===== config.mk =====
export PLATFORM = sky130hd
export DESIGN_NAME = nchan_port
export DESIGN_NICKNAME = d
export VERILOG_FILES = /design/src/rtl/nchan_pkg.sv /design/src/rtl/nchan_seg_decode.sv /design/src/rtl/nchan_latch.sv /design/src/rtl/nchan_input_mux.sv /design/src/rtl/nchan_port.sv
export SDC_FILE = /design/constraint.sdc
export NUM_CORES = 1
export LEC_CHECK = 0
export BUFFER_PORTS_ARGS = -buffer_cell sky130_fd_sc_hd__buf_2
export CAP_MARGIN = 20
export CORE_MARGIN = 2
export CORE_UTILIZATION = 50
export CTS_BUF_LIST = sky130_fd_sc_hd__clkbuf_16
export DETAILED_ROUTE_END_ITERATION = 8
export PLACE_DENSITY = 0.85
export SLEW_MARGIN = 25
export SYNTH_ARGS = -nofsm -noshare
export SYNTH_HDL_FRONTEND = slang
export SYNTH_SLANG_ARGS = --single-unit

===== constraint.sdc =====
create_clock -name clk -period 3.8 [get_ports clk]
set_clock_uncertainty 0.15 [all_clocks]
set_input_delay 0.19 -clock clk [delete_from_list [all_inputs] [get_ports clk]]
set_output_delay 0.19 -clock clk [all_outputs]
set_load 0.05 [all_outputs]

===== src/rtl/nchan_pkg.sv =====
// Shared operation codes for the nibble channel port unit.
// Assumes a 3-bit operation select supplied by the core's decoder.
package nchan_pkg;
    typedef enum logic [2:0] {
        OP_OUT_A  = 3'd0,
        OP_OUT_B  = 3'd1,
        OP_IN_A   = 3'd2,
        OP_IN_B   = 3'd3,
        OP_PAR_LO = 3'd4,
        OP_PAR_HI = 3'd5,
        OP_SEG_A  = 3'd6,
        OP_SEG_B  = 3'd7
    } chan_op_e;
endpackage


===== src/rtl/nchan_seg_decode.sv =====
// Segment decoder: forms the 5-bit index from carry, RAM and accumulator,
// looks it up in a 32-entry constant table and permutes the 8-bit word.
// Assumes NIBW = 4 (8-bit table word, 5-bit index).
module nchan_seg_decode #(
    parameter int NIBW = 4
) (
    input  logic              carry_in,
    input  logic [NIBW-1:0]   ram_nib,
    input  logic [NIBW-1:0]   acc_in,
    output logic [2*NIBW-1:0] seg_word
);
    localparam int IDXW = NIBW + 1;
    localparam int WW   = 2 * NIBW;
    localparam int PERM [0:7] = '{6, 4, 2, 0, 1, 3, 5, 7};

    // Table content: top bit copies index bit 4, low seven bits are the hex glyph.
    function automatic logic [WW-1:0] table_word(input logic [IDXW-1:0] idx);
        logic [6:0] g;
        case (idx[3:0])
            4'h0: g = 7'h3F;  4'h1: g = 7'h06;  4'h2: g = 7'h5B;  4'h3: g = 7'h4F;
            4'h4: g = 7'h66;  4'h5: g = 7'h6D;  4'h6: g = 7'h7D;  4'h7: g = 7'h07;
            4'h8: g = 7'h7F;  4'h9: g = 7'h6F;  4'hA: g = 7'h77;  4'hB: g = 7'h7C;
            4'hC: g = 7'h39;  4'hD: g = 7'h5E;  4'hE: g = 7'h79;  default: g = 7'h71;
        endcase
        return {idx[4], g};
    endfunction

    logic [IDXW-1:0] index;
    logic [WW-1:0]   raw;

    // Index forming and table lookup.
    always_comb begin
        index = {carry_in, ram_nib & ~acc_in} ^ {IDXW{1'b1}};
        raw   = table_word(index);
    end

    // Fixed bit permutation of the table word.
    for (genvar k = 0; k < WW; k++) begin : g_perm
        assign seg_word[k] = raw[PERM[k]];
    end
endmodule


===== src/rtl/nchan_latch.sv =====
// Output latch with independent low/high nibble write enables.
// Reset loads RESET_VAL; writes land on the clock edge that samples them.
module nchan_latch #(
    parameter int          NIBW      = 4,
    parameter logic [7:0]  RESET_VAL = 8'hFF
) (
    input  logic              clk,
    input  logic              rst_n,
    input  logic              wr_lo,
    input  logic              wr_hi,
    input  logic [NIBW-1:0]   lo_val,
    input  logic [NIBW-1:0]   hi_val,
    output logic [2*NIBW-1:0] q
);
    // Nibble-wise latch update with synchronous reset.
    always_ff @(posedge clk) begin
        if (!rst_n) begin
            q <= RESET_VAL[2*NIBW-1:0];
        end else begin
            if (wr_lo) q[NIBW-1:0]      <= lo_val;
            if (wr_hi) q[2*NIBW-1:NIBW] <= hi_val;
        end
    end
endmodule


===== src/rtl/nchan_input_mux.sv =====
// Accumulator result for the four input operations; passes acc through
// and drops the load flag for every other operation or when idle.
module nchan_input_mux
    import nchan_pkg::*;
#(
    parameter int NIBW = 4
) (
    input  logic              op_valid,
    input  chan_op_e          op,
    input  logic [NIBW-1:0]   acc_in,
    input  logic [2*NIBW-1:0] r_pins_in,
    input  logic [2*NIBW-1:0] latch_q,
    input  logic [2*NIBW-1:0] p_in,
    output logic [NIBW-1:0]   acc_out,
    output logic              acc_load
);
    localparam int HI = 2 * NIBW - 1;

    // Select and combine the channel or parallel source.
    always_comb begin
        acc_out  = acc_in;
        acc_load = 1'b0;
        if (op_valid) begin
            case (op)
                OP_IN_A: begin
                    acc_out  = acc_in & r_pins_in[NIBW-1:0] & latch_q[NIBW-1:0];
                    acc_load = 1'b1;
                end
                OP_IN_B: begin
                    acc_out  = acc_in & r_pins_in[HI:NIBW] & latch_q[HI:NIBW];
                    acc_load = 1'b1;
                end
                OP_PAR_LO: begin
                    acc_out  = p_in[NIBW-1:0];
                    acc_load = 1'b1;
                end
                OP_PAR_HI: begin
                    acc_out  = ~p_in[HI:NIBW];
                    acc_load = 1'b1;
                end
                default: ;
            endcase
        end
    end
endmodule


===== src/rtl/nchan_port.sv =====
// Nibble channel port unit top: decodes the strobed operation into latch
// nibble writes (direct or segment) and accumulator loads (channel or
// parallel input). Assumes one operation per strobe from the core.
module nchan_port
    import nchan_pkg::*;
#(
    parameter int         NIBW      = 4,
    parameter logic [7:0] RESET_VAL = 8'hFF
) (
    input  logic              clk,
    input  logic              rst_n,
    input  logic              op_valid,
    input  logic [2:0]        op_sel,
    input  logic [NIBW-1:0]   acc_in,
    input  logic [NIBW-1:0]   ram_nib,
    input  logic              carry_in,
    input  logic [2*NIBW-1:0] p_in,
    input  logic [2*NIBW-1:0] r_pins_in,
    output logic [NIBW-1:0]   acc_out,
    output logic              acc_load,
    output logic [2*NIBW-1:0] r_latch_out
);
    localparam int HI = 2 * NIBW - 1;

    chan_op_e          op;
    logic [2*NIBW-1:0] seg_word;
    logic              wr_lo, wr_hi;
    logic [NIBW-1:0]   lo_val, hi_val;

    assign op = chan_op_e'(op_sel);

    nchan_seg_decode #(.NIBW(NIBW)) u_seg (
        .carry_in (carry_in),
        .ram_nib  (ram_nib),
        .acc_in   (acc_in),
        .seg_word (seg_word)
    );

    // Nibble write enables and data: direct accumulator or segment half.
    always_comb begin
        wr_lo  = op_valid && (op == OP_OUT_A || op == OP_SEG_A);
        wr_hi  = op_valid && (op == OP_OUT_B || op == OP_SEG_B);
        lo_val = (op == OP_SEG_A) ? seg_word[NIBW-1:0] : acc_in;
        hi_val = (op == OP_SEG_B) ? seg_word[HI:NIBW]  : acc_in;
    end

    nchan_latch #(.NIBW(NIBW), .RESET_VAL(RESET_VAL)) u_latch (
        .clk    (clk),
        .rst_n  (rst_n),
        .wr_lo  (wr_lo),
        .wr_hi  (wr_hi),
        .lo_val (lo_val),
        .hi_val (hi_val),
        .q      (r_latch_out)
    );

    nchan_input_mux #(.NIBW(NIBW)) u_in (
        .op_valid  (op_valid),
        .op        (op),
        .acc_in    (acc_in),
        .r_pins_in (r_pins_in),
        .latch_q   (r_latch_out),
        .p_in      (p_in),
        .acc_out   (acc_out),
        .acc_load  (acc_load)
    );
endmodule


=== Word-level counts from Yosys, hierarchy flattened ===
Memories as Yosys holds them, arrays and structs flattened.
Index checks and enable logic that the tools add are counted.

* Input bits: 31
* Bits in registers: 8
* Memories kept: 1
* Logic and storage cells: 30
* Bits in read-only memories: 112

{| class="wikitable"
|+ Memories
! memory !! depth !! bits a word !! rd ports !! clocked after memory_dff !! write ports !! RTL line !! text
|-
| (no name shown) || 16 || 7 || 1 || 0 || 0 || nchan_seg_decode.sv:19 || <nowiki>case (idx[3:0])</nowiki>
|}

* Multiplexer cells: 6
* Reductions and logical operators: 6
* Bitwise operators: 8
* Equal/unequal tests: 7

{| class="wikitable"
|+ Operators by type and width
! kind !! count
|-
| 4-bit bitwise AND || 5
|-
| 4-bit case mux with 4 select lines || 1
|-
| 3-bit == test, second input constant || 4
|-
| 4-bit 2-to-1 mux || 3
|-
| 4-bit inverter || 2
|-
| 3-bit by 2-bit == test with 1-bit output, second input constant || 2
|-
| 5-bit inverter || 1
|-
| 4-bit OR reduction || 1
|-
| 3-bit by 1-bit == test with 1-bit output, second input constant || 1
|-
| 3-bit zero test || 1
|-
| 1-bit logical AND || 2
|-
| 1-bit logical OR || 2
|-
| 1-bit 2-to-1 mux || 2
|}

=== Longest topological paths before layout ===
Gate-level depths: netlist of the first run.
An unclocked memory read counts as a cell.

* Depth in word-level cells: 5
* Depth in mapped cells: 7
* Depth with buffers taken out: 7

=== Hierarchy ===
A second synthesis of the first run with hierarchy kept.

* Cell total of the unflattened synthesis: 119
* Area, all modules: 975.9 um^2

{| class="wikitable"
|+ Modules (own cells, without submodules)
! module !! instances !! cells each !! area an instance (um^2)
|-
| nchan_seg_decode || 1 || 38 || 290.3
|-
| nchan_latch || 1 || 27 || 284.0
|-
| nchan_input_mux || 1 || 41 || 272.8
|-
| nchan_port || 1 || 13 || 128.9
|}

=== Least setup slack after synthesis of the first run ===
OpenSTA, ideal clock, no wires.

* Path kind: input-to-output
* Start: input op_sel[0]
* End: output acc_out[2]
* Path buffers: 2
* Setup slack: 1635 ps
* Arrival time: 1825 ps
* Stages on the path: 6
* Cell sequence: clkbuf_8 -> buf_2 -> mux2i_1 -> nand2_1 -> o21ai_0 -> o21ai_0

* Longest elaborated chain between the ends: 3

{| class="wikitable"
|+ RTL lines
! what !! RTL line !! text
|-
| start: declaration || nchan_port.sv:13 || <nowiki>input logic [2:0] op_sel,</nowiki>
|-
| 3-bit == test / 3-bit by 2-bit == test with 1-bit output (equally long branches) || nchan_input_mux.sv:24 || <nowiki>case (op)</nowiki>
|-
| 4-bit case mux with 4 select lines * || nchan_input_mux.sv:24 ||
|-
| 4-bit 2-to-1 mux * || nchan_input_mux.sv:23 || <nowiki>if (op_valid) begin</nowiki>
|-
| end: declaration || nchan_port.sv:19 || <nowiki>output logic [NIBW-1:0] acc_out,</nowiki>
|}

Every way passes the cells marked *; elsewhere a longest branch is shown, timed or not.

=== Worst setup path after layout of the first run ===
* Start: input acc_in[1]
* End: register u_latch.q[4]

* Longest elaborated chain between the ends: 5

{| class="wikitable"
|+ RTL lines
! what !! RTL line !! text
|-
| start: declaration || nchan_port.sv:14 || <nowiki>input logic [NIBW-1:0] acc_in,</nowiki>
|-
| 4-bit inverter || nchan_seg_decode.sv:33 || <nowiki>index = {carry_in, ram_nib & ~acc_in} ^ {IDXW{1'b1}};</nowiki>
|-
| 4-bit bitwise AND || nchan_seg_decode.sv:33 ||
|-
| 5-bit inverter (no source line) || n/a ||
|-
| memory 16 x 7 bit || n/a ||
|-
| 4-bit 2-to-1 mux || nchan_port.sv:44 || <nowiki>hi_val = (op == OP_SEG_B) ? seg_word[HI:NIBW] : acc_in;</nowiki>
|-
| end signal: assignment || nchan_latch.sv:18 || <nowiki>q <= RESET_VAL[2*NIBW-1:0];</nowiki>
|-
| end signal: indexed assignment || nchan_latch.sv:20 || <nowiki>if (wr_lo) q[NIBW-1:0] <= lo_val;</nowiki>
|-
| end signal: indexed assignment || nchan_latch.sv:21 || <nowiki>if (wr_hi) q[2*NIBW-1:NIBW] <= hi_val;</nowiki>
|-
| end: declaration || nchan_latch.sv:13 || <nowiki>output logic [2*NIBW-1:0] q</nowiki>
|}

Every way passes these cells.
A chain may end at the register's enable or synchronous reset.

==> flow_metrics.py, run 1 <==
metrics = {
    "worst_hold_path": {
        "hold_class": "in -> reg",
        "hp-start": "rst_n",
        "min_to": "u_latch.q[2]$_SDFFE_PN1P_",
        "worstHoldPathCells": 2,
    },
    "cells_and_area": {
        "synthToLayoutAreaGrowth_pct": 26.1,
        "drive_above_1_share_pct": 31.5,
        "final_cells": 193,
        "nets": 208,
        "largest_reg_flops": 8,
        "largestRegisters": "u_latch.q: 8 flops",
        "top_register": "u_latch.q",
        "nFillCells": 170,
        "diodes": 0,
    },
    "setup_path": {
        "critPathTopFamily": "compound AO/OA/AOI/OAI gates",
        "worst-endpoint-required_ns": 3.80,
        "critPathKind": "in -> reg",
        "startpoint": "acc_in[1]",
        "crit_chain": "buf_2 > nor2b_1 > inv_1 > ha_1 > nand2_1 > a21oi_1 > o31a_1 > o21ai_0",
        "r2r-end": "u_latch.q[1]$_SDFFE_PN1P_",
        "rr_worst_depth": 2,
        "critPathMaxStageDelay_ns": 0.40,
        "crit_path_end_kind": "flip-flop",
        "crit_buf_inv": 2,
        "critPathLaunchType": "primary input",
        "path_max_fanout": 7,
        "r2r_start": "u_latch.q[1]$_SDFFE_PN1P_",
        "worstPathArrival_ns": 1.84,
        "rrSetupSlack_ns": 2.82,
        "cp_slowest_cell": "nor2b_1",
    },
    "synth": {
        "synth_compound_area_share_pct": 26.6,
        "synth_top_area_share_pct": 16.6,
        "synthCells": 131,
        "yosys.area_share.simple_pct": 32.2,
        "ys_seq_area_share_pct": 16.6,
        "synth-adder-area-share_pct": 9.09,
        "yosys.area.top_type": "dfxtp_1",
        "ys_warn_count": 0,
        "synth_top_family_by_area": "simple AND/OR/NAND/NOR gates",
        "synth_common_cells": "nand2_1, o21ai_0, nand3_1",
        "synthArstFlopShare_pct": 0,
        "yosysMostFrequentCell": "nand2_1",
        "ys_types": 43,
        "synth-seq-cells": 8,
        "ys.flop_type": "dfxtp_1",
        "synth_fp_nets": 169,
        "netlist_area_um2": 963,
        "synth.avg_cell_area_um2": 7.35,
        "synthTopCellsByArea": "dfxtp_1, ha_1, nand2_1, o21ai_0, nand3_1",
        "synth-xor-area-share_pct": 1.69,
        "synth_edf_count": 0,
        "synth.area.mux_share_pct": 4.16,
    },
    "global_route": {
        "grt.overflow.total": 0,
        "grt_max_degree": 19,
        "grt_usage_pct": 25.6,
        "antenna_found_initial": 0,
        "grt_pass1_wl_um": 4100,
        "first_global_vias": 916,
    },
    "cts": {
        "path_clk_slew_ns": 0.03,
        "cts_tree": "built",
        "ctsHtreeMaxLevel": 1,
        "postCtsHoldBufs": 0,
        "numCtsBuffers": 3,
        "cts_setup_buffers": 0,
        "cts_num_sinks": 8,
        "cts_root_buf": "clkbuf_16",
        "cts_buffer_depth": 2,
        "insertion_delay_ns": 0.23,
        "cts_resized": 0,
    },
    "sta": {
        "hold_viol_final": 0,
        "worst_pin_slew_ns": 0.613,
        "fin_tns_setup_ns": 0,
        "slew_violations": 0,
        "fin_crit_ns": 1.84,
        "fmax_mhz": 543,
        "hold_ws_ns": 0.0878,
        "setup_viol": 0,
        "grt_setup_unrepaired": "false",
        "relSlewSlack_pct": 59.1,
        "period_share_pct": 48.4,
    },
    "floorplanning": {
        "die_y_um": 47.9,
        "dieWidth_um": 47.9,
        "coreArea_mm2": 0.00176,
        "rows": 15,
        "die-area_mm2": 0.00229,
        "io-pin-count": 44,
        "initial_core_util_pct": 54.6,
    },
    "power_and_ir_drop": {
        "p_switching_uw": 127,
        "peakVddDrop_mv": 0.318,
        "swShare_pct": 32.2,
        "seqPwrFrac_pct": 23.4,
        "leakagePower_uw": 0.000567,
        "power.share.clock_pct": 43.8,
        "power_frac_comb_pct": 32.8,
        "p_int_uw": 267,
        "p_per_area_mw_per_mm2": 324,
    },
    "routing": {
        "via_per_inst": 5.81,
        "finalWirelength_um": 2910,
        "ant_nets": 0,
        "via_count": 1121,
        "wl_per_cell_um": 15.1,
        "detail_route.drc_violations": 0,
        "dr.pass1.iters": 4,
        "drt_iter0_drc": 51,
    },
    "outcome": {
        "status": "complete, no violations",
    },
    "place": {
        "port_buffers": 43,
        "gp_congestion": 0.949,
        "dpl.hpwl_um": 2200,
        "placedCellCount": 190,
    },
    "run": {
        "maxCapViolCount": 0,
    },
}
## per-layer routing
| metal | vias to the layer above | routed length [um] | track usage, % | share of wire [%] |
|---|---|---|---|---|
| met4 | 0 | 75 | 5.95 | 2.6 |
| met1 | 496 | 1120 | 28.7 | 39 |
| met5 | - | 0 | 0 | 0 |
| met3 | 8 | 254 | 6.04 | 8.7 |
| li1 | 549 | - | - | - |
| met2 | 68 | 1460 | 48.0 | 50 |
## layout make-up
class	instances	area, um^2	area share (%)
Multi-Input combinational cell	108	711	58.5
Timing Repair Buffer	43	215	17.7
Clock buffer	3	75.1	6.18
Sequential cell	8	160	13.2
Inverter	6	22.5	1.85
Tap cell	25	31.3	2.57
## how the worst max path moves through the flow
stage / cells after the start / endpoint / slack (ns)
floorplan: 6 / acc_out[2] / 1.64
global placement: 8 / u_latch.q[4]$_SDFFE_PN1P_ / 1.86
detailed placement: 8 / u_latch.q[4]$_SDFFE_PN1P_ / 1.77
CTS: 8 / u_latch.q[4]$_SDFFE_PN1P_ / 1.99
global route: 8 / u_latch.q[4]$_SDFFE_PN1P_ / 1.83
finish: 8 / u_latch.q[4]$_SDFFE_PN1P_ / 1.96
## logic make-up after synthesis
logic type               after synthesis
adder cells (fa/ha/maj)                7
buffers and inverters                 15
AO/OA/AOI/OAI                         39
multiplexers                           4
AND/OR/NAND/NOR                       57
flip-flops                             8
XOR/XNOR                               1
## power groups by stage
stage	registers (uW)	clock network [uW]	logic (uW)
floorplan	106	0	78.9
CTS	91.8	174	128
global placement	92.6	0	123
global route	92.2	178	139
detailed placement	93.0	0	127
finish	92.0	172	129
## per-stage QoR
step	utilization, %	worst slack [ns]	total power (uW)	cell area (um^2)
5_1_grt	68.9	1.83	409	1210
4_1_cts	68.9	1.99	394	1210
6_report	68.9	1.96	393	1210
2_1_floorplan	-	1.64	185	963
3_3_place_gp	64.6	1.86	216	1140
3_5_place_dp	64.6	1.77	220	1140
## layout by cell type, fill, tap and decap left out, drive strengths merged
master   count
a2111oi      1
a211oi       1
a21o         1
a21oi        8
a221o        1
a311o        1
a311oi       1
a31oi        4
a32o         1
and2         1
and3         1
buf         43
clkbuf       3
dfxtp        8
ha           7
inv          6
mux2i        4
nand2       15
nand2b       3
nand3       10
nand3b       2
nor2         9
nor2b        6
nor3         6
nor3b        3
nor4         1
o211ai       4
o21a         1
o21ai       12
o22ai        1
o311ai       1
o31a         1
xnor2        1
Note: power is estimated with default switching activity, not from simulation.
==> run 2, diff against run 1 <==
--- a/config.mk
+++ b/config.mk
@@ -5,13 +5,14 @@
 export SDC_FILE = /design/constraint.sdc
 export NUM_CORES = 1
 export LEC_CHECK = 0
+export ABC_AREA = 1
 export BUFFER_PORTS_ARGS = -buffer_cell sky130_fd_sc_hd__buf_2
 export CAP_MARGIN = 20
 export CORE_MARGIN = 2
-export CORE_UTILIZATION = 50
+export CORE_UTILIZATION = 46
 export CTS_BUF_LIST = sky130_fd_sc_hd__clkbuf_16
 export DETAILED_ROUTE_END_ITERATION = 8
-export PLACE_DENSITY = 0.85
+export PLACE_DENSITY = 0.8
 export SLEW_MARGIN = 25
 export SYNTH_ARGS = -nofsm -noshare
 export SYNTH_HDL_FRONTEND = slang
==> constraint.sdc (replaced) <==
create_clock -name clk -period 1.7 [get_ports clk]
set_clock_uncertainty 0.15 [all_clocks]
set_input_delay 0.085 -clock clk [delete_from_list [all_inputs] [get_ports clk]]
set_output_delay 0.085 -clock clk [all_outputs]
set_load 0.05 [all_outputs]
==> flow_metrics.py, run 2 <==
metrics = {
    "synth": {
        "netlist_area_um2": 918,
        "synth_top_area_share_pct": 17.4,
        "synthArstFlopShare_pct": 0,
        "yosysMostFrequentCell": "nand2_1",
        "synth_common_cells": "nand2_1, nand3_1, a21oi_1, inv_1",
        "ys_warn_count": 0,
        "yosys.area.top_type": "dfxtp_1",
        "synth_fp_nets": 189,
        "synthTopCellsByArea": "dfxtp_1, nand2_1, nand3_1, ha_1, a21oi_1",
        "ys.flop_type": "dfxtp_1",
        "ys_seq_area_share_pct": 17.4,
        "synthCells": 151,
        "synth_edf_count": 0,
        "synth.avg_cell_area_um2": 6.08,
        "synth-seq-cells": 8,
        "ys_types": 24,
    },
    "setup_path": {
        "startpoint": "u_latch.q[4]$_SDFFE_PN1P_",
        "r2r_start": "u_latch.q[1]$_SDFFE_PN1P_",
        "worstPathArrival_ns": 1.18,
        "worst-endpoint-required_ns": 1.46,
        "crit_path_end_kind": "primary output",
        "path_max_fanout": 3,
        "critPathLaunchType": "flip-flop",
        "critPathKind": "reg -> out",
    },
    "worst_hold_path": {
        "hold_class": "in -> reg",
        "hp-start": "acc_in[3]",
    },
    "sta": {
        "slew_violations": 0,
        "period_share_pct": 83.3,
        "fmax_mhz": 706,
        "fin_crit_ns": 1.42,
        "relSlewSlack_pct": 82.9,
        "worst_slack_ns": 0.284,
        "setup_viol": 0,
        "hold_viol_final": 0,
        "grt_setup_unrepaired": "false",
        "worst_pin_slew_ns": 0.255,
        "fin_tns_setup_ns": 0,
    },
    "cts": {
        "insertion_delay_ns": 0.23,
        "cts_tree": "built",
        "ctsHtreeMaxLevel": 1,
        "cts_buffer_depth": 2,
        "numCtsBuffers": 3,
        "path_clk_slew_ns": 0.04,
        "cts_resized": 0,
        "cts_root_buf": "clkbuf_16",
        "cts_num_sinks": 8,
    },
    "routing": {
        "via_count": 1180,
        "dr.pass1.iters": 4,
        "detail_route.drc_violations": 0,
        "wl_per_cell_um": 12.3,
        "drt_iter0_drc": 28,
        "finalWirelength_um": 2800,
        "ant_nets": 0,
        "via_per_inst": 5.18,
    },
    "global_route": {
        "grt_pass1_wl_um": 4740,
        "grt_max_degree": 11,
        "grt.overflow.total": 0,
        "grt_usage_pct": 25.7,
        "first_global_vias": 1148,
        "antenna_found_initial": 0,
    },
    "cells_and_area": {
        "largest_reg_flops": 8,
        "layout_common_cells": "buf_2, nand2_1, nand3_1, inv_1, a21oi_1",
        "diodes": 0,
        "multi_input_area_um2": 681,
        "drive_above_1_share_pct": 33.3,
        "top_register": "u_latch.q",
        "synthToLayoutAreaGrowth_pct": 39.1,
        "design_area_mm2": 0.00128,
        "final-seq-area_um2": 160,
        "nFillCells": 177,
        "nets": 241,
        "mostFrequentLayoutCell": "buf_2",
        "largestRegisters": "u_latch.q: 8 flops",
    },
    "floorplanning": {
        "die-area_mm2": 0.00237,
        "rows": 16,
        "io-pin-count": 44,
        "initial_core_util_pct": 47.8,
        "coreArea_mm2": 0.00192,
        "die_y_um": 48.7,
        "dieWidth_um": 48.7,
    },
    "power_and_ir_drop": {
        "peakVddDrop_mv": 0.656,
        "total_power_uw": 895,
        "p_per_area_mw_per_mm2": 701,
        "leakagePower_uw": 0.000651,
    },
    "place": {
        "gp_congestion": 0.934,
        "dpl_cell_area_mm2": 0.00118,
        "dpl.hpwl_um": 2280,
        "pre_cts_ws_ns": 0.201,
        "port_buffers": 43,
    },
    "run": {
        "maxCapViolCount": 0,
    },
    "outcome": {
        "status": "complete, no violations",
    },
}
==> run 2: kinds of logic (layout without fill, tap and decap cells) <==
family	count (synthesis)	after routing	synth area share (%)
buffers and inverters	20	70	8.45
AND/OR/NAND/NOR	90	90	50.0
flip-flops	8	8	17.4
AO/OA/AOI/OAI	26	26	14.6
adder cells (fa/ha/maj)	7	7	9.54
==> run 2: final cells by class <==
cell class | instances | area share, %
multi-input cells | 123 | 53.3
repair buffers | 47 | 19.6
flip-flops and latches | 8 | 12.5
inverters | 20 | 6.07
clock buffers | 3 | 5.88
well taps | 27 | 2.64
==> run 2: path summary, 6_finish.rpt <==
kind | cells past startpoint | slack, ns | to
setup / recovery | 5 | 0.28 | acc_out[0]
hold / removal | 3 | 0.01 | u_latch.q[7]$_SDFFE_PN1P_
setup reg to reg | 3 | 0.79 | u_latch.q[1]$_SDFFE_PN1P_
hold reg to reg | 2 | 0.36 | u_latch.q[6]$_SDFFE_PN1P_
==> run 2: power breakdown <==
part	leakage (uW)	switching, uW	internal (uW)
logic	0.000548	196	91.9
registers	0.0000656	8.49	199
clock network	0.0000370	96.5	304
==> run 2: critical path, stage by stage, from the launching register on <==
cell and delay [ns]:
dfxtp_1 0.36, nand3_1 0.09, nand3_1 0.10, nand2_1 0.06, o21ai_1 0.06, buf_2 0.27
==> run 2: per-stage QoR <==
stage | std cells | util (%) | hold slack [ns]
5_1_grt | 228 | 66.5 | 0.0328
6_report | 228 | 66.5 | 0.0123
3_3_place_gp | 223 | 61.5 | 0.133
4_1_cts | 228 | 66.5 | 0.00891
2_1_floorplan | 151 | - | 0.00372
3_5_place_dp | 223 | 61.5 | 0.138
==> run 2: per-layer routing <==
layer / routed length, um / up-vias / global-route usage, %
met4: 46 / 0 / 13.3
met2: 1410 / 56 / 45.2
met1: 1140 / 522 / 28.0
li1: - / 595 / -
met5: 0 / - / 0
met3: 200 / 7 / 7.10
==> run 2: what timing repair did <==
action / 4_1_cts / 5_1_grt
endpoints found under the setup margin: 0 / 0
setup buffers: 0 / 0
hold endpoints to repair: 3 / 0
hold buffers: 2 / 0
==> run 3, diff against run 2 <==
--- a/config.mk
+++ b/config.mk
@@ -5,14 +5,14 @@
 export SDC_FILE = /design/constraint.sdc
 export NUM_CORES = 1
 export LEC_CHECK = 0
-export ABC_AREA = 1
+export ABC_AREA = 0
 export BUFFER_PORTS_ARGS = -buffer_cell sky130_fd_sc_hd__buf_2
 export CAP_MARGIN = 20
 export CORE_MARGIN = 2
-export CORE_UTILIZATION = 46
+export CORE_UTILIZATION = 42
 export CTS_BUF_LIST = sky130_fd_sc_hd__clkbuf_16
 export DETAILED_ROUTE_END_ITERATION = 8
-export PLACE_DENSITY = 0.8
+export PLACE_DENSITY = 0.76
 export SLEW_MARGIN = 25
 export SYNTH_ARGS = -nofsm -noshare
 export SYNTH_HDL_FRONTEND = slang
==> constraint.sdc (replaced) <==
create_clock -name clk -period 1.2 [get_ports clk]
set_clock_uncertainty 0.15 [all_clocks]
set_input_delay 0.06 -clock clk [delete_from_list [all_inputs] [get_ports clk]]
set_output_delay 0.06 -clock clk [all_outputs]
set_load 0.05 [all_outputs]
==> flow_metrics.py, run 3 (synthesized netlist as in run 1, its figures left out) <==
metrics = {
    "routing": {
        "via_count": 1378,
        "detail_route.drc_violations": 0,
        "dr.pass1.iters": 4,
        "drt_iter0_drc": 65,
        "via_per_inst": 5.94,
        "ant_nets": 0,
        "wl_per_cell_um": 18.0,
        "finalWirelength_um": 4180,
    },
    "cells_and_area": {
        "layout_common_cells": "buf_2, buf_4, nand2_1, buf_6, nand3_1",
        "nFillCells": 137,
        "largest_reg_flops": 8,
        "top_register": "u_latch.q",
        "synthToLayoutAreaGrowth_pct": 87.3,
        "diodes": 0,
        "largestRegisters": "u_latch.q: 8 flops",
        "drive_above_1_share_pct": 61.3,
        "nets": 243,
        "mostFrequentLayoutCell": "buf_2",
    },
    "cts": {
        "cts_tree": "built",
        "cts_buffer_depth": 2,
        "insertion_delay_ns": 0.24,
        "cts_root_buf": "clkbuf_16",
        "ctsHtreeMaxLevel": 1,
        "cts_num_sinks": 8,
        "path_clk_slew_ns": 0.04,
        "numCtsBuffers": 3,
    },
    "sta": {
        "grt_setup_unrepaired": "true",
        "hold_ws_ns": 0.0587,
        "setup_viol": 8,
        "relSlewSlack_pct": 74.5,
        "period_share_pct": 122,
        "worst_pin_slew_ns": 0.378,
        "hold_viol_final": 0,
        "fin_crit_ns": 1.46,
        "slew_violations": 0,
        "fmax_mhz": 684,
        "worst_slack_ns": -0.263,
    },
    "global_route": {
        "grt_pass1_wl_um": 5650,
        "grtUsageMet3_pct": 5.46,
        "first_global_vias": 1254,
        "grtUsageMet1_pct": 32.2,
        "antenna_found_initial": 0,
        "use_met2_pct": 50.8,
        "grt_usage_pct": 28.0,
        "gr-max-usage-layer": "met2",
        "grt.overflow.total": 0,
        "grt_max_degree": 19,
    },
    "floorplanning": {
        "io-pin-count": 44,
        "dieWidth_um": 51.9,
        "initial_core_util_pct": 44.0,
        "die-area_mm2": 0.00269,
        "rows": 17,
        "die_y_um": 51.9,
        "coreArea_mm2": 0.00219,
    },
    "setup_path": {
        "rrSetupSlack_ns": 0.05,
        "cp_slowest_cell": "dfxtp_4",
        "worst-endpoint-required_ns": 0.99,
        "critPathMaxStageDelay_ns": 0.34,
        "critPathLaunchType": "flip-flop",
        "crit_buf_inv": 1,
        "crit_chain": "nand2_2 > o211ai_1 > nand3_2 > o21ai_4 > buf_6",
        "worstPathArrival_ns": 1.25,
        "crit_path_end_kind": "primary output",
        "path_max_fanout": 2,
        "critPathKind": "reg -> out",
        "critPathTopFamily": "flip-flops",
    },
    "outcome": {
        "status": "finished with violations",
        "violations": "negative setup slack",
    },
    "power_and_ir_drop": {
        "total_power_uw": 1530,
        "p_per_area_mw_per_mm2": 850,
        "peakVddDrop_mv": 0.744,
        "leakagePower_uw": 0.000798,
    },
    "place": {
        "port_buffers": 43,
        "dpl.hpwl_um": 2600,
        "pre_cts_ws_ns": -0.327,
        "gp_congestion": 0.892,
    },
    "worst_hold_path": {
        "hold_class": "in -> reg",
    },
    "run": {
        "maxCapViolCount": 0,
    },
}
## run 3: changes by cell type in the layout (fill, tap and decap cells not counted), sizes merged, moves of 4 or more
cell    before  now
inv         20    7
nand3       25   10
nor2b        0    6
a21oi       15    8
nand2       46   15
buf         45   77
o211ai       0    4
a31oi        0    4
mux2i        0    4
## run 3: area by class of cell
class,count,area [um^2],area share (%)
tap,28,35.0,1.94
multi-input combinational,108,926,51.3
clock buffer,3,75.1,4.16
inverter,6,30.0,1.66
timing repair buffer,78,557,30.9
clock inverter,1,3.75,0.208
sequential,8,178,9.85
## run 3: report_power, final
group / switching (uW) / total (uW) / internal [uW]
clock: 154 / 590 / 436
combinational: 375 / 657 / 282
sequential: 7.59 / 286 / 278
## run 3: worst paths after layout
check                                          startpoint                         to  depth (start not counted)
worst min-delay path                             carry_in  u_latch.q[7]$_SDFFE_PN1P_                          4
worst max-delay path            u_latch.q[1]$_SDFFE_PN1P_                 acc_out[1]                          5
worst max register to register  u_latch.q[0]$_SDFFE_PN1P_  u_latch.q[0]$_SDFFE_PN1P_                          4
worst min register to register  u_latch.q[7]$_SDFFE_PN1P_  u_latch.q[7]$_SDFFE_PN1P_                          2
## run 3: stage by stage
step	instance area [um^2]	util (%)	setup TNS (ns)	std cells
2_1_floorplan	1050	-	-0.110	131
3_3_place_gp	1460	66.7	-2.06	222
3_5_place_dp	1460	66.7	-2.36	222
4_1_cts	1630	74.6	-0.957	228
5_1_grt	1800	82.4	-1.46	232
6_report	1800	82.4	-1.02	232
## run 3: worst reg2reg max path, cell delays in order (launching register included)
cell and delay (ns):
dfxtp_4 0.33, buf_4 0.13, buf_4 0.13, nor3b_1 0.22, a31oi_1 0.06
## run 3: per-layer routing
| metal | wire length, um | up-vias |
|---|---|---|
| met4 | 136 | 0 |
| li1 | - | 620 |
| met5 | 0 | - |
| met1 | 1580 | 654 |
| met3 | 285 | 15 |
| met2 | 2180 | 89 |
## run 3: repair_timing
| item | 4_1_cts | 5_1_grt |
|---|---|---|
| gates resized for setup | 19 | 31 |
| setup endpoints to repair | 6 | 10 |
| setup buffers | 1 | 4 |
| endpoints found under the hold margin | 6 | 0 |
| hold buffers | 1 | 0 |
| pin swaps | 6 | 19 |
